`src/rtl/sp_pkg.sv`:
```
package sp_pkg;
   typedef enum logic [1:0] {
      SP_NONE = 2'b00,
      SP_PUSH = 2'b01,
      SP_POP  = 2'b10,
      SP_ADJ  = 2'b11
   } sp_op_e;
endpackage

```
`src/rtl/sp_half_adder.sv`:
```
module sp_half_adder #(
   parameter int W = 18
) (
   input  logic [W-1:0] a,
   input  logic [W-1:0] b,
   output logic [W-1:0] sum,
   output logic         cout
);
   generate
      if (W < 1) begin : g_bad_w
         $error("sp_half_adder: W must be at least 1");
      end
   endgenerate

   logic [W:0] wide;
   always_comb begin
      wide = {1'b0, a} + {1'b0, b};
   end
   assign sum  = wide[W-1:0];
   assign cout = wide[W];
endmodule

```
`src/rtl/sp_trap_eval.sv`:
```
module sp_trap_eval
   import sp_pkg::*;
(
   input  sp_op_e op,
   input  logic   long_fmt,
   input  logic   step_neg,
   input  logic   cnt_old_neg,
   input  logic   cnt_new_neg,
   input  logic   cnt_cout,
   output logic   trap
);
   always_comb begin
      trap = 1'b0;
      if (!long_fmt) begin
         unique case (op)
            SP_PUSH: trap = cnt_cout;
            SP_POP:  trap = !cnt_cout;
            SP_ADJ:  trap = step_neg ? (!cnt_old_neg && cnt_new_neg)
                                     : (cnt_old_neg && !cnt_new_neg);
            default: trap = 1'b0;
         endcase
      end
   end
endmodule

```
`src/rtl/sp_next_ptr.sv`:
```
module sp_next_ptr
   import sp_pkg::*;
#(
   parameter int HALF_W = 18,
   localparam int WORD_W = 2 * HALF_W
) (
   input  sp_op_e              op,
   input  logic                long_fmt,
   input  logic [WORD_W-1:0]   ptr,
   input  logic [HALF_W-1:0]   adj,
   output logic [WORD_W-1:0]   nxt,
   output logic [WORD_W-1:0]   addr,
   output logic                rd,
   output logic                wr,
   output logic                trap
);
   localparam int NHALF = 2;

   logic [HALF_W-1:0] step;
   logic [WORD_W-1:0] step_wide;
   logic [HALF_W-1:0] half_sum  [NHALF];
   logic              half_cout [NHALF];
   logic [WORD_W-1:0] word_sum;
   logic              word_cout;
   logic [WORD_W-1:0] short_nxt;

   always_comb begin
      unique case (op)
         SP_PUSH: step = HALF_W'(1);
         SP_POP:  step = '1;
         default: step = adj;
      endcase
      step_wide = {{HALF_W{step[HALF_W-1]}}, step};
   end

   // Index 0 is the address half, index 1 the count half.
   for (genvar h = 0; h < NHALF; h++) begin : g_half
      sp_half_adder #(.W(HALF_W)) u_add (
         .a    (ptr[h*HALF_W +: HALF_W]),
         .b    (step),
         .sum  (half_sum[h]),
         .cout (half_cout[h])
      );
      assign short_nxt[h*HALF_W +: HALF_W] = half_sum[h];
   end

   sp_half_adder #(.W(WORD_W)) u_word (
      .a    (ptr),
      .b    (step_wide),
      .sum  (word_sum),
      .cout (word_cout)
   );

   sp_trap_eval u_trap (
      .op          (op),
      .long_fmt    (long_fmt),
      .step_neg    (step[HALF_W-1]),
      .cnt_old_neg (ptr[WORD_W-1]),
      .cnt_new_neg (half_sum[1][HALF_W-1]),
      .cnt_cout    (half_cout[1]),
      .trap        (trap)
   );

   logic unused_bits;
   assign unused_bits = word_cout ^ half_cout[0];

   always_comb begin
      nxt  = long_fmt ? word_sum : short_nxt;
      rd   = (op == SP_POP);
      wr   = (op == SP_PUSH);
      unique case (op)
         SP_PUSH: addr = long_fmt ? word_sum : {{HALF_W{1'b0}}, half_sum[0]};
         SP_POP:  addr = long_fmt ? ptr : {{HALF_W{1'b0}}, ptr[HALF_W-1:0]};
         default: addr = '0;
      endcase
   end
endmodule

```
`src/rtl/sp_out_stage.sv`:
```
module sp_out_stage #(
   parameter int WORD_W  = 36,
   parameter bit OUT_REG = 1'b1
) (
   input  logic              clk,
   input  logic              rst_n,
   input  logic              in_valid,
   input  logic [WORD_W-1:0] in_ptr,
   input  logic [WORD_W-1:0] in_addr,
   input  logic              in_rd,
   input  logic              in_wr,
   input  logic              in_trap,
   output logic              out_valid,
   output logic [WORD_W-1:0] out_ptr,
   output logic [WORD_W-1:0] out_addr,
   output logic              out_rd,
   output logic              out_wr,
   output logic              out_trap
);
   generate
      if (OUT_REG) begin : g_reg
         always_ff @(posedge clk) begin
            if (!rst_n) begin
               out_valid <= 1'b0;
               out_ptr   <= '0;
               out_addr  <= '0;
               out_rd    <= 1'b0;
               out_wr    <= 1'b0;
               out_trap  <= 1'b0;
            end else begin
               out_valid <= in_valid;
               out_rd    <= in_valid & in_rd;
               out_wr    <= in_valid & in_wr;
               out_trap  <= in_valid & in_trap;
               if (in_valid) begin
                  out_ptr  <= in_ptr;
                  out_addr <= in_addr;
               end
            end
         end
      end else begin : g_comb
         logic unused_clk;
         assign unused_clk = clk ^ rst_n;
         assign out_valid  = in_valid;
         assign out_ptr    = in_ptr;
         assign out_addr   = in_valid ? in_addr : '0;
         assign out_rd     = in_valid & in_rd;
         assign out_wr     = in_valid & in_wr;
         assign out_trap   = in_valid & in_trap;
      end
   endgenerate
endmodule

```
`src/rtl/paired_sp_unit.sv`:
```
module paired_sp_unit
   import sp_pkg::*;
#(
   parameter int HALF_W  = 18,
   parameter bit OUT_REG = 1'b1,
   localparam int WORD_W = 2 * HALF_W
) (
   input  logic              clk,
   input  logic              rst_n,
   input  logic              op_valid,
   input  logic [1:0]        op,
   input  logic              long_fmt,
   input  logic [WORD_W-1:0] ptr_in,
   input  logic [HALF_W-1:0] adj,
   output logic              res_valid,
   output logic [WORD_W-1:0] ptr_out,
   output logic [WORD_W-1:0] mem_addr,
   output logic              mem_rd,
   output logic              mem_wr,
   output logic              trap
);
   generate
      if (HALF_W < 2) begin : g_bad_half
         $error("paired_sp_unit: HALF_W must be at least 2");
      end
   endgenerate

   sp_op_e            op_e;
   logic              accept;
   logic [WORD_W-1:0] nxt_ptr;
   logic [WORD_W-1:0] nxt_addr;
   logic              nxt_rd;
   logic              nxt_wr;
   logic              nxt_trap;

   assign op_e   = sp_op_e'(op);
   assign accept = op_valid && (op_e != SP_NONE);

   sp_next_ptr #(.HALF_W(HALF_W)) u_next (
      .op       (op_e),
      .long_fmt (long_fmt),
      .ptr      (ptr_in),
      .adj      (adj),
      .nxt      (nxt_ptr),
      .addr     (nxt_addr),
      .rd       (nxt_rd),
      .wr       (nxt_wr),
      .trap     (nxt_trap)
   );

   sp_out_stage #(.WORD_W(WORD_W), .OUT_REG(OUT_REG)) u_out (
      .clk       (clk),
      .rst_n     (rst_n),
      .in_valid  (accept),
      .in_ptr    (nxt_ptr),
      .in_addr   (nxt_addr),
      .in_rd     (nxt_rd),
      .in_wr     (nxt_wr),
      .in_trap   (nxt_trap),
      .out_valid (res_valid),
      .out_ptr   (ptr_out),
      .out_addr  (mem_addr),
      .out_rd    (mem_rd),
      .out_wr    (mem_wr),
      .out_trap  (trap)
   );
endmodule

```
`config.mk`:
```
export PLATFORM = sky130hd
export DESIGN_NAME = paired_sp_unit
export DESIGN_NICKNAME = d
export VERILOG_FILES = /design/src/rtl/sp_pkg.sv /design/src/rtl/sp_half_adder.sv /design/src/rtl/sp_trap_eval.sv /design/src/rtl/sp_next_ptr.sv /design/src/rtl/sp_out_stage.sv /design/src/rtl/paired_sp_unit.sv
export SDC_FILE = /design/constraint.sdc
export NUM_CORES = 1
export LEC_CHECK = 0
export BUFFER_PORTS_ARGS = -buffer_cell sky130_fd_sc_hd__clkbuf_2
export CAP_MARGIN = 20
export CELL_PAD_IN_SITES_DETAIL_PLACEMENT = 1
export CELL_PAD_IN_SITES_GLOBAL_PLACEMENT = 1
export CORE_MARGIN = 5
export CORE_UTILIZATION = 43
export DETAILED_ROUTE_END_ITERATION = 7
export GPL_ROUTABILITY_DRIVEN = 1
export PLACE_DENSITY = 0.91
export REMOVE_ABC_BUFFERS = 1
export SYNTH_ARGS = -nofsm -noshare
export SYNTH_HDL_FRONTEND = slang
export SYNTH_SLANG_ARGS = --single-unit
export TNS_END_PERCENT = 20
```
`constraint.sdc`:
```
create_clock -name clk -period 11.9 [get_ports clk]
set_input_delay 2.38 -clock clk [delete_from_list [all_inputs] [get_ports clk]]
set_output_delay 2.38 -clock clk [all_outputs]
set_load 0.01 [all_outputs]
```
======== Word level (Yosys, flattened, before mapping) ========
Cells that the tools add are included.
Widths: inputs -> output; s select.
storage, ports and cells
  flip-flop bits (word level) ............. 76
  input bits .............................. 60
  output and inout bits ................... 76
  logic and storage cells ................. 30
cells by class
  $add $sub $neg .......................... 3
  eq/ne operators ......................... 3
  mux-type cells .......................... 8
  bitwise operators ....................... 3
  reductions and logical operators ........ 7
operator list
  cell                number
  $mux 36             3
  $pmux 36 s2         1
  $add 36x36->36      1
  $pmux 18 s2         1
  $add 18x18->19      1
  $add 18x18->18      1
  $eq 2x2->1 const B  2
  $and 1x1->1         3
  $logic_and 1x1->1   3
  $logic_not 1->1     3
  $pmux 1 s3          1
  $eq 2x1->1 const B  1
  $mux 1              2
  $reduce_bool 2->1   1

======== Depth between registers and ports, before layout ========
  depth after elaboration ................. 9
  gate-level depth with buffers ........... 17
  depth with buffers taken out ............ 15

======== Hierarchy ========
From an unflattened synthesis, not the netlist that was laid out.
unflattened totals
  cell total of the unflattened synthesis .. 905
  area, all modules ....................... 7803.7 um^2
by module, submodules not included
  module                                       instances  cells each  area each (um^2)  seq. area each (um^2)
  sp_out_stage                                 1          241         2876.5            1521.5
  sp_half_adder at u_next.u_word               1          274         1956.9            0.0
  sp_half_adder at u_next.g_half[0].u_add ...  2          115         889.6             0.0
  sp_next_ptr                                  1          154         1142.3            0.0
  sp_trap_eval                                 1          5           41.3              0.0
  paired_sp_unit                               1          1           7.5               0.0

======== Least setup slack after synthesis ========
Ideal clock, no wire load.
  path kind ............................... input -> register
  from .................................... input op[0]
  to ...................................... register u_out.out_addr[35]
  library setup time ...................... 0.132 ns
  arrival time ............................ 5.730 ns
  required time ........................... 11.768 ns
  setup slack ............................. 6.038 ns
  stages on the path ...................... 15
  path buffers ............................ 2
  path through ............................ inv_1 ha_1 clkbuf_1 clkbuf_1 o21ai_0 ha_1 a211o_1 a221o_1 a21oi_2 a211oi_1 or3_4 a2111oi_4 xnor2_1 a222oi_1 nor3_1
on the way
  word-level cells in the longest chain between the ends .. 5
  elaborated cells between the ends (all ways) .. 8
  those cells by class .................... add/sub (1); eq/ne (2); mux (3); reduce/logical (2)
RTL lines
  what                                      line                                  RTL
  start: declaration                        paired_sp_unit.sv:11                  input logic [1:0] op,
  $eq 2x2->1 or $eq 2x1->1 (tied branches)  sp_next_ptr.sv:28, sp_next_ptr.sv:71
  $pmux 18 s2                               sp_next_ptr.sv:28                     unique case (op)
  $add 36x36->36                            sp_half_adder.sv:17                   wide = {1'b0, a} + {1'b0, b};
  $mux 36                                   sp_next_ptr.sv:72                     SP_PUSH: addr = long_fmt ? word_sum : {{HALF_W{1'b0}}, half_sum[0]};
  $pmux 36 s2                               sp_next_ptr.sv:71                     unique case (op)
  end signal: assignment                    sp_out_stage.sv:37                    out_addr <= in_addr;
  end: declaration                          sp_out_stage.sv:15                    output logic [WORD_W-1:0] out_addr,
Several ways; a longest one is shown, not always the timed one.
A chain may end at the register's enable or synchronous reset.

======== Worst setup path after layout ========
  from .................................... input op[0]
  to ...................................... register u_out.out_ptr[31]
on the way
  word-level cells in the longest chain between the ends .. 4
  elaborated cells between the ends (all ways) .. 8
  those cells by class .................... add/sub (2); eq/ne (2); mux (2); reduce/logical (2)
RTL lines
  what                                              line                 RTL
  $eq 2x2->1 or $eq 2x1->1 (tied branches)          sp_next_ptr.sv:28
  $pmux 18 s2                                       sp_next_ptr.sv:28
  $add 36x36->36 or $add 18x18->19 (tied branches)  sp_half_adder.sv:17
  $mux 36                                           sp_next_ptr.sv:68    nxt = long_fmt ? word_sum : short_nxt;
  end signal: assignment                            sp_out_stage.sv:36   out_ptr <= in_ptr;
  end: declaration                                  sp_out_stage.sv:14   output logic [WORD_W-1:0] out_ptr,
Several ways; a longest one is shown, not always the timed one.

==> flow_metrics.tcl <==
set metrics [dict create \
    status "complete, no violations" \
    synth.avg_cell_area_sq_um 7.56 \
    total_power_uw 956 \
    drt_iter0_drc 586 \
    cp_max_fo 23 \
    cts_buffers 9 \
    grt_usage_pct 28.8 \
    drive_gt1_share_pct 18.5 \
    grt_antenna_before_repair 0 \
    cp.depth 15 \
    min_path_type "reg -> reg" \
    postCtsHoldBufs 0 \
    drv_slew 0 \
    arrival_ns 7.24 \
    fin_ws_ns 4.93 \
    die_area_sq_mm 0.0164 \
    period_minus_slack_ns 6.97 \
    critPathBufInv 3 \
    fin_crit_sh_pct 58.5 \
    place_ws_ns 4.63 \
    path_clk_slew_ns 0.06 \
    numPortBuffers 135 \
    fin_cells 1078 \
    nets 1012 \
    cts_tree "built" \
    setup.worst_path.end_class "register" \
    grt_first_pass_wirelength_microns 37000 \
    htreeDepth 3 \
    drc 0 \
    cp_cell_sequence "clkbuf_2 > inv_1 > ha_1 > nand2_1 > o21a_1 > inv_1 > ha_1 > nand4_1 > or4_1 > a211oi_1 > or3_4 > a21oi_1 > a211oi_1 > nand3_1 > o21ai_0" \
    clockRootBuffer "clkbuf_16" \
    finalHoldViolCount 0 \
    ys_ff_latch 76 \
    firstDrtPassIters 5 \
    place.gp.congestion 0.998 \
    worstSkewPairLatency_ns 0.35 \
    max_slew_margin_pct 26.1 \
    netlist_area_sq_mm 0.00598 \
    fmax_ghz 0.144 \
    rows 43 \
    wl_per_cell_microns 22.2 \
    total_leakage_power_nw 3.23 \
    yosysWarningCount 0 \
    rsz0062_at_grt "false" \
    grt_overflow 0 \
    synth_top_area_cell "dfxtp_1" \
    reg2reg_depth 2 \
    cts_setup_buffers 0 \
    min_path_cells 2 \
    clockBufferDepth 2 \
    grt_max_degree 56 \
    worst-setup-path-type "in -> reg" \
    cts_sinks 76 \
    dpl-instance-area_sq_mm 0.00673 \
    timing.hold.ws_ns 0.454 \
    io_pins 136 \
    finalInstanceArea_sq_mm 0.00703 \
    ys_seq_area_share_pct 25.4 \
    synth_enable_flop_cells 0 \
    drt-vias-per-instance 6.30 \
    maxCapViolCount 0 \
    yosysUniqueCellTypes 58 \
    finalSetupTns_ns 0 \
    peakVddDrop_v 0.0000519 \
    synth_top_area_share_pct 25.4 \
    ant_nets 0 \
    cellPowerDensity_mw_per_mm2 136 \
    cp_slowest_cell "ha_1" \
    vias 6788 \
    dp.cells 1062 \
    synthFlopType "dfxtp_1" \
    cts_resized 0 \
    final_util_pct 51.0 \
    synthTopCellsByArea "dfxtp_1 25%, ha_1 12%, a21oi_1 7.4%, o21ai_0 5.1%, nor2_1 5.0%" \
    syn_to_final_growth_pct 17.6 \
    wl_microns 23900 \
    dieHeight_microns 128 \
    initial_core_util_pct 43.4 \
    synthArstFlopShare_pct 0 \
    worstMarginPinSlew_ns 1.10 \
    cp-start-kind "primary input" \
    netlist_instances 791 \
    fin_worst_skew_ns 0 \
    placeableCoreArea_sq_mm 0.0138 \
    crit_family "simple AND/OR/NAND/NOR gates" \
    required_ns 12.18 \
    finalSetupViolCount 0 \
    grt_pass1_vias 6657 \
    fp.dieW_microns 128 \
    dp_hpwl_microns 18100 \
    diodes 0 \
    crit_path_max_incr_delay_ns 0.73 \
]
==> synth_stat cells (all sizes together) (4+ instances only) <==
library cell / instances
xor2: 22
nand4: 10
a211oi: 16
or3: 4
buf: 4
nor3: 12
xnor2: 21
a21o: 21
o31ai: 4
nand2b: 4
o21bai: 7
and3: 12
o211ai: 7
a21oi: 89
clkbuf: 44
nor2: 80
a31oi: 16
o21ai: 61
and2: 4
a222oi: 14
o21a: 11
o22ai: 5
nand3: 16
dfxtp: 76
nand2: 72
a221oi: 4
nor2b: 7
inv: 31
a22oi: 20
ha: 57
==> cell families (layout without fill, tap and decap cells) <==
| logic type | Yosys count | count (layout) | share of synthesized area (%) |
|---|---|---|---|
| simple gates | 233 | 233 | 17.8 |
| flops | 76 | 76 | 25.4 |
| mux | 3 | 3 | 0.502 |
| compound gates | 298 | 298 | 32.4 |
| fa+ha+maj | 59 | 59 | 12.6 |
| xor+xnor | 43 | 43 | 6.30 |
| buf+inv | 79 | 186 | 4.96 |
==> worst paths after layout <==
kind | start | end | slack, ns
max reg2reg | u_out.out_addr[13]$_SDFFE_PN0P_ | u_out.out_addr[13]$_SDFFE_PN0P_ | 10.97
min | u_out.out_ptr[8]$_SDFFE_PN0P_ | u_out.out_ptr[8]$_SDFFE_PN0P_ | 0.45
max | op[0] | u_out.out_ptr[31]$_SDFFE_PN0P_ | 4.93
min reg2reg | u_out.out_ptr[8]$_SDFFE_PN0P_ | u_out.out_ptr[8]$_SDFFE_PN0P_ | 0.45
==> cell usage in the layout (no fill, tap or decap), drive strengths merged, types with 3 or more instances in the layout <==
cell type | synthesis | routed
inv | 31 | 31
clkbuf | 44 | 147
and4 | 3 | 3
and3 | 12 | 12
o21bai | 7 | 7
o31ai | 4 | 4
nor3 | 12 | 12
or3 | 4 | 4
a21o | 21 | 21
a31oi | 16 | 16
a311oi | 3 | 3
xnor2 | 21 | 21
nand2 | 72 | 72
nand4 | 10 | 10
nand2b | 4 | 4
a211oi | 16 | 16
a221oi | 4 | 4
o21ai | 61 | 61
mux2i | 3 | 3
xor2 | 22 | 22
clkinv | 0 | 3
buf | 4 | 4
nand3 | 16 | 16
a21oi | 89 | 89
and2 | 4 | 4
a222oi | 14 | 14
nor2 | 80 | 80
or2 | 3 | 3
o211ai | 7 | 7
ha | 57 | 57
nor2b | 7 | 7
o22ai | 5 | 5
a22oi | 20 | 20
o21a | 11 | 11
dfxtp | 76 | 76
==> power by group <==
part	internal, mW	total [mW]	switching [mW]	leakage [nW]
sequential	0.272	0.282	0.00959	0.620
combinational	0.142	0.391	0.249	2.47
clock	0.168	0.282	0.114	0.147
total	0.582	0.956	0.373	3.23
==> sequential cells by signal, summed over array words and instances, names as in the netlist <==
register	cells
u_out.out_addr	36
u_out.out_ptr	36
u_out.out_rd	1
u_out.out_trap	1
u_out.out_valid	1
u_out.out_wr	1
==> cell type report <==
class	instances	area [sq um]
clock inverters	4	48.8
well taps	180	225
repair buffers	139	706
clock buffers	12	246
flip-flops and latches	76	1520
multi-input cells	636	4170
inverters	31	116
fillers	1776	6740
==> metal layers <==
metal | wire length, microns | part of all wire (%) | GRT usage, % | vias up
met1 | 10600 | 44 | 38.5 | 3329
li1 | - | - | - | 3129
met3 | 1870 | 7.8 | 5.42 | 49
met2 | 10800 | 45 | 46.1 | 281
met4 | 680 | 2.8 | 10.9 | 0
met5 | 0 | 0 | 0 | -
==> worst min-delay path: cells and delay by family, from the launching register on <==
family | cells | cell delay, ns
DFF | 1 | 0.31
and+or+nand+nor | 1 | 0.05
AOI/OAI and AO/OA | 1 | 0.05
Note: power is estimated with default switching activity, not from simulation.
